==> src/rtl/swdh_pkg.sv <==
`timescale 1ns/1ps
package swdh_pkg;

    typedef enum logic [2:0] {
        S_IDLE, S_REQ, S_FRAME, S_WDATA, S_PAD, S_TAIL
    } eng_state_t;

    typedef enum logic [2:0] {
        RES_OK     = 3'd0,
        RES_WAIT   = 3'd1,
        RES_FAULT  = 3'd2,
        RES_PROTO  = 3'd3,
        RES_PARITY = 3'd4
    } result_t;

    localparam int HDR_BITS  = 8;
    localparam int RD_FRAME  = 38;
    localparam int WR_FRAME  = 5;
    localparam int DATA_BITS = 33;
    localparam int TAIL_CLKS = 8;

    // Header: start, port select, read, addr[1:0], even parity, stop, park
    function automatic logic [7:0] build_hdr(logic ap, logic rd, logic [1:0] addr);
        return {1'b1, 1'b0, ap ^ rd ^ addr[0] ^ addr[1], addr[1], addr[0], rd, ap, 1'b1};
    endfunction

endpackage

==> src/rtl/swdh_tick.sv <==
`timescale 1ns/1ps
module swdh_tick #(
    parameter int DIV = 2
) (
    input  logic clk,
    input  logic rst_n,
    input  logic run,
    output logic rise,
    output logic fall
);
    localparam int CW = (DIV > 1) ? $clog2(DIV) : 1;
    localparam logic [CW-1:0] LAST = CW'(DIV - 1);

    logic [CW-1:0] cnt_q;
    logic          high_q;
    logic          wrap;

    always_ff @(posedge clk or negedge rst_n) begin
        if (!rst_n) begin
            cnt_q  <= '0;
            high_q <= 1'b0;
        end else if (!run) begin
            cnt_q  <= '0;
            high_q <= 1'b0;
        end else if (cnt_q == LAST) begin
            cnt_q  <= '0;
            high_q <= ~high_q;
        end else begin
            cnt_q <= cnt_q + CW'(1);
        end
    end

    assign wrap = run && (cnt_q == LAST);
    assign rise = wrap && !high_q;
    assign fall = wrap && high_q;
endmodule

==> src/rtl/swdh_resp_eval.sv <==
`timescale 1ns/1ps
module swdh_resp_eval
    import swdh_pkg::*;
(
    input  logic [2:0]  ack,
    input  logic [31:0] data,
    input  logic        par,
    output logic        ack_ok,
    output logic        par_ok,
    output logic [2:0]  ack_res
);
    always_comb begin
        unique case (ack)
            3'b001:  ack_res = RES_OK;
            3'b010:  ack_res = RES_WAIT;
            3'b100:  ack_res = RES_FAULT;
            default: ack_res = RES_PROTO;
        endcase
    end

    assign ack_ok = (ack == 3'b001);
    assign par_ok = (par == ^data);
endmodule

==> src/rtl/swdh_engine.sv <==
`timescale 1ns/1ps
module swdh_engine
    import swdh_pkg::*;
#(
    parameter int DIV  = 2,
    parameter int PADW = 8
) (
    input  logic            clk,
    input  logic            rst_n,
    input  logic            req_valid,
    input  logic            req_ap,
    input  logic            req_read,
    input  logic [1:0]      req_addr,
    input  logic [31:0]     req_wdata,
    input  logic [PADW-1:0] req_pad,
    output logic            busy,
    output logic            done,
    output logic [2:0]      status,
    output logic [31:0]     rdata,
    output logic            swclk,
    output logic            swdio_o,
    output logic            swdio_oe,
    input  logic            swdio_i
);
    localparam int BW = (PADW > 6) ? PADW : 6;

    eng_state_t      state_q, state_d;
    logic [BW-1:0]   bit_q, last_q;
    logic [32:0]     sh_q;
    logic [36:1]     rx_q;
    logic            ap_q, rd_q;
    logic [PADW-1:0] pad_q;
    logic [31:0]     wdata_q, rdata_q;
    logic [2:0]      status_q;
    logic            done_q, swclk_q;
    logic            rise, fall, phase_end;
    logic            ack_ok, par_ok;
    logic [2:0]      ack_res;
    logic [5:0]      rx_idx;
    eng_state_t      after_data;

    swdh_tick #(.DIV(DIV)) u_tick (
        .clk  (clk),
        .rst_n(rst_n),
        .run  (state_q != S_IDLE),
        .rise (rise),
        .fall (fall)
    );

    swdh_resp_eval u_resp (
        .ack    (rx_q[3:1]),
        .data   (rx_q[35:4]),
        .par    (rx_q[36]),
        .ack_ok (ack_ok),
        .par_ok (par_ok),
        .ack_res(ack_res)
    );

    assign phase_end  = fall && (bit_q == last_q);
    assign after_data = (ap_q && (pad_q != '0)) ? S_PAD : S_TAIL;
    assign rx_idx     = bit_q[5:0];

    // Next-state logic
    always_comb begin
        state_d = state_q;
        unique case (state_q)
            S_IDLE:  if (req_valid) state_d = S_REQ;
            S_REQ:   if (phase_end) state_d = S_FRAME;
            S_FRAME: if (phase_end) begin
                         if (!ack_ok)    state_d = S_TAIL;
                         else if (!rd_q) state_d = S_WDATA;
                         else            state_d = after_data;
                     end
            S_WDATA: if (phase_end) state_d = after_data;
            S_PAD:   if (phase_end) state_d = S_TAIL;
            S_TAIL:  if (phase_end) state_d = S_IDLE;
            default: state_d = S_IDLE;
        endcase
    end

    // State register and datapath
    always_ff @(posedge clk or negedge rst_n) begin
        if (!rst_n) begin
            state_q  <= S_IDLE;
            bit_q    <= '0;
            last_q   <= '0;
            sh_q     <= '0;
            rx_q     <= '0;
            ap_q     <= 1'b0;
            rd_q     <= 1'b0;
            pad_q    <= '0;
            wdata_q  <= '0;
            rdata_q  <= '0;
            status_q <= RES_OK;
            done_q   <= 1'b0;
            swclk_q  <= 1'b0;
        end else begin
            state_q <= state_d;
            done_q  <= 1'b0;
            if (rise) begin
                swclk_q <= 1'b1;
                if (state_q == S_FRAME && rx_idx >= 6'd1 && rx_idx <= 6'd36)
                    rx_q[rx_idx] <= swdio_i;
            end
            if (fall) swclk_q <= 1'b0;

            if (state_q == S_IDLE && req_valid) begin
                ap_q    <= req_ap;
                rd_q    <= req_read;
                pad_q   <= req_pad;
                wdata_q <= req_wdata;
                sh_q    <= {25'b0, build_hdr(req_ap, req_read, req_addr)};
            end
            if (state_d == S_WDATA && state_q != S_WDATA)
                sh_q <= {^wdata_q, wdata_q};
            if (state_d != state_q) begin
                bit_q <= '0;
                unique case (state_d)
                    S_REQ:   last_q <= BW'(HDR_BITS - 1);
                    S_FRAME: last_q <= rd_q ? BW'(RD_FRAME - 1) : BW'(WR_FRAME - 1);
                    S_WDATA: last_q <= BW'(DATA_BITS - 1);
                    S_PAD:   last_q <= BW'(pad_q) - BW'(1);
                    S_TAIL:  last_q <= BW'(TAIL_CLKS - 1);
                    default: last_q <= '0;
                endcase
                if (state_d == S_IDLE) done_q <= 1'b1;
            end else if (fall && !(state_d == S_WDATA && state_q != S_WDATA)) begin
                bit_q <= bit_q + BW'(1);
                sh_q  <= sh_q >> 1;
            end

            if (state_q == S_FRAME && phase_end) begin
                if (!ack_ok)              status_q <= ack_res;
                else if (rd_q && !par_ok) status_q <= RES_PARITY;
                else                      status_q <= RES_OK;
                if (ack_ok && rd_q && par_ok) rdata_q <= rx_q[35:4];
            end
        end
    end

    // Outputs
    always_comb begin
        busy     = (state_q != S_IDLE);
        done     = done_q;
        status   = status_q;
        rdata    = rdata_q;
        swclk    = swclk_q;
        swdio_oe = (state_q != S_FRAME);
        swdio_o  = (state_q == S_REQ || state_q == S_WDATA) ? sh_q[0] : 1'b0;
    end
endmodule

==> config.mk <==
export PLATFORM = sky130hd
export DESIGN_NAME = swdh_engine
export DESIGN_NICKNAME = d
export VERILOG_FILES = /design/src/rtl/swdh_pkg.sv /design/src/rtl/swdh_tick.sv /design/src/rtl/swdh_resp_eval.sv /design/src/rtl/swdh_engine.sv
export SDC_FILE = /design/constraint.sdc
export NUM_CORES = 1
export LEC_CHECK = 0
export BUFFER_PORTS_ARGS = -buffer_cell sky130_fd_sc_hd__buf_2
export CORE_AREA = 3 3 133 109
export DETAILED_ROUTE_END_ITERATION = 6
export DIE_AREA = 0 0 136 112
export MAX_ROUTING_LAYER = met4
export PLACE_DENSITY_LB_ADDON = 0.15
export SLEW_MARGIN = 10
export SYNTH_ARGS = -nofsm -noshare
export SYNTH_HDL_FRONTEND = slang
export SYNTH_SLANG_ARGS = --single-unit
==> constraint.sdc <==
create_clock -name clk -period 5.6 [get_ports clk]
set_clock_uncertainty 0.05 [all_clocks]
set_input_delay 1.12 -clock clk [delete_from_list [all_inputs] [get_ports clk]]
set_output_delay 1.12 -clock clk [all_outputs]
set_load 0.005 [all_outputs]
==> reports/qor.yml <==
detailed_routing:
  via_per_inst: 5.45
  drcViolationCount: 0
  drt-total-wl_mm: 17.4
  ant_nets: 0
  first_pass_iters: 4
  initialDrtViolationCount: 411
  vias: 5812
  wire_per_inst_um: 16.3
synth:
  postSynthCellCount: 802
  ys_async_sr_fraction: 1.00
  ys.flop_type: "dfrtp_1"
  ys_types: 45
  synth-xor-area-share: 0.0954
  avgSynthCellArea_um2: 10.3
  synth-simple-area-share: 0.177
  muxShareOfSynthArea: 0.112
  ys_warn_count: 0
  synth_top_family_by_area: "simple AND/OR/NAND/NOR gates"
  synth-seq-cells: 169
  synth-adder-area-share: 0.00761
  yosysTopAreaCellShare: 0.514
  synth_compound_area_frac: 0.0660
  synth_nets: 855
  yosysMostFrequentCell: "nand2_1"
  synth_top_area_cell: "dfrtp_1"
  synth_commonest_cells: "nand2_1, dfrtp_1, xnor2_1"
  ys_seq_area_frac: 0.514
  synth-edff-count: 0
  netlist_area_um2: 8220
  synth_area_leaders: "dfrtp_1, nand2_1, xnor2_1"
global_route:
  gr-usage-all-layers: 0.250
  grt_pass1_wl_mm: 29.3
  grt-ovfl-total: 0
  grt_pass1_vias: 5811
  antenna_found_initial: 0
  grt_max_degree: 73
floorplanning:
  die_x_um: 136
  fp.dieH_um: 112
  core_um2: 13400
  dieArea_um2: 15200
  rows: 38
  io_pins: 88
  start_util: 0.613
timing:
  fin_setup_tns_ns: 0
  slew_viol_final: 0
  setup_violations: 0
  worst_pin_slew_ns: 1.18
  min_period_ns: 3.60
  max_freq_ghz: 0.278
  rsz0062_at_grt: "false"
  post-route-period-util: 0.643
  report.final.hold_viol_count: 0
  slew_headroom: 0.214
cts:
  cts_root_buffer: "clkbuf_16"
  clockBufferDepth: 2
  cts_made_buffers: 17
  cts_tree: "built"
  clkTransAtPathRegs_ns: 0.06
  post_cts_buffers: 0
  h-tree-depth: 4
  cts_resized: 0
  cts_sinks: 169
  hold_buffers: 0
  clock_latency_ns: 0.43
pwr:
  total_power_w: 0.00429
  irDropWorstVdd_uv: 284
  p_leak_nw: 4.68
  powerDensity_nw_per_um2: 458
placement:
  port-buffer-count: 87
  dpl.hpwl_mm: 11.6
  place_congestion: 0.884
critical_path:
  cp_num_buf_inv: 1
  worstPathMaxFanout: 31
  max_stage_delay_ns: 1.08
  cp_data_required_time_ns: 5.85
  critPathTopFamily: "simple AND/OR/NAND/NOR gates"
  crit_type: "reg2reg"
  slowest_stage: "and3_1"
  crit_arrival_ns: 3.85
  path_common_cell: "nor3_1"
  crit_chain: "nor3_2, inv_1, nand3_2, nor3_1, and3_1, nor3_1, xnor2_1, nor2_1"
  cp-start-kind: "flop"
  endpoint_kind: "flop"
finish:
  drive_gt1_frac: 0.231
  antenna_cells: 0
  fillerInstances: 1023
  area_growth_syn_to_layout_pct: 13.9
  final_nets: 926
outcome:
  outcome: "finished, final reports clean"
worst_hold_path:
  hold_class: "reg2reg"
run:
  drv_cap: 0
[final timing paths]
| kind | startpoint | slack (ns) | end | cells past startpoint |
|---|---|---|---|---|
| min reg2reg | sh_q[28]$_DFF_PN0_ | 0.43 | sh_q[27]$_DFF_PN0_ | 2 |
| max reg2reg | state_q[2]$_DFF_PN0_ | 2.00 | bit_q[3]$_DFFE_PN0P_ | 8 |
| max | state_q[2]$_DFF_PN0_ | 2.00 | bit_q[3]$_DFFE_PN0P_ | 8 |
| min | sh_q[28]$_DFF_PN0_ | 0.43 | sh_q[27]$_DFF_PN0_ | 2 |
| min in group asynchronous | rst_n | 0.64 | rdata[2]$_DFFE_PN0P_ | 1 |
| max in group asynchronous | rst_n | 3.76 | last_q[2]$_DFFE_PN0P_ | 2 |
[layout by cell type, fill, tap and decap left out, drive strengths merged, types with 18 or more instances in the layout]
cell    netlist  routed
mux2         69      69
a21oi        37      37
dfrtp       169     169
and3         30      30
nor2         57      57
clkbuf       26      18
xnor2        75      75
nand2       176     176
buf          15      93
o21ai        38      38
[sequential cells by signal (all words and copies together), names as in the netlist, 3 cells and up]
register	count
rdata	32
pad_q	8
last_q	8
status	3
state_q	3
rx_q	36
bit_q	8
wdata_q	32
sh_q	33
[area by class of cell]
cell class                 count  area, µm²  share of cell area
inverter                      10       37.5             0.00401
multi-input combinational    582       3780               0.404
clock buffer                  18        439              0.0469
timing repair buffer          93        507              0.0541
clock inverter                14        148              0.0158
sequential                   169       4230               0.452
tap                          180        225              0.0241
[layer usage]
metal / vias up / track usage / wire (µm)
li1: 2817 / - / -
met1: 2837 / 0.360 / 8450
met2: 132 / 0.354 / 7790
met3: 26 / 0.0537 / 892
met4: 0 / 0.0900 / 300
met5: - / - / 0
[worst reg2reg max path: cells and delay by family, from the launching register on]
family / cells / cell delay [ns]
XOR/XNOR: 1 / 0.21
buffers and inverters: 1 / 0.14
flip-flops: 1 / 0.53
AND/OR/NAND/NOR: 6 / 2.53
[per-stage QoR]
stage	std cells	setup slack, ns	hold slack [ns]	instance area, µm²	utilization
after floorplan	802	3.25	0.389	8220	-
after global placement	1033	2.30	0.401	8750	0.653
after detailed placement	1033	2.03	0.409	8750	0.653
after CTS	1065	2.03	0.427	9340	0.696
after global routing	1066	1.62	0.454	9360	0.698
final	1066	2.00	0.429	9360	0.698
[kinds of logic after synthesis]
logic type,Yosys count
and+or+nand+nor,322
DFF,169
AOI/OAI and AO/OA,95
xor gates and xnor gates,88
muxes,72
buffers and inverters,51
adders and majority gates,5
[where the power goes]
part / switching (W) / internal [W] / leakage (nW) / total, W
clock: 0.000494 / 0.000669 / 0.275 / 0.00116
sequential: 0.000267 / 0.00145 / 2.26 / 0.00171
combinational: 0.000766 / 0.000649 / 2.15 / 0.00141
(Power assumes the default switching activity.)
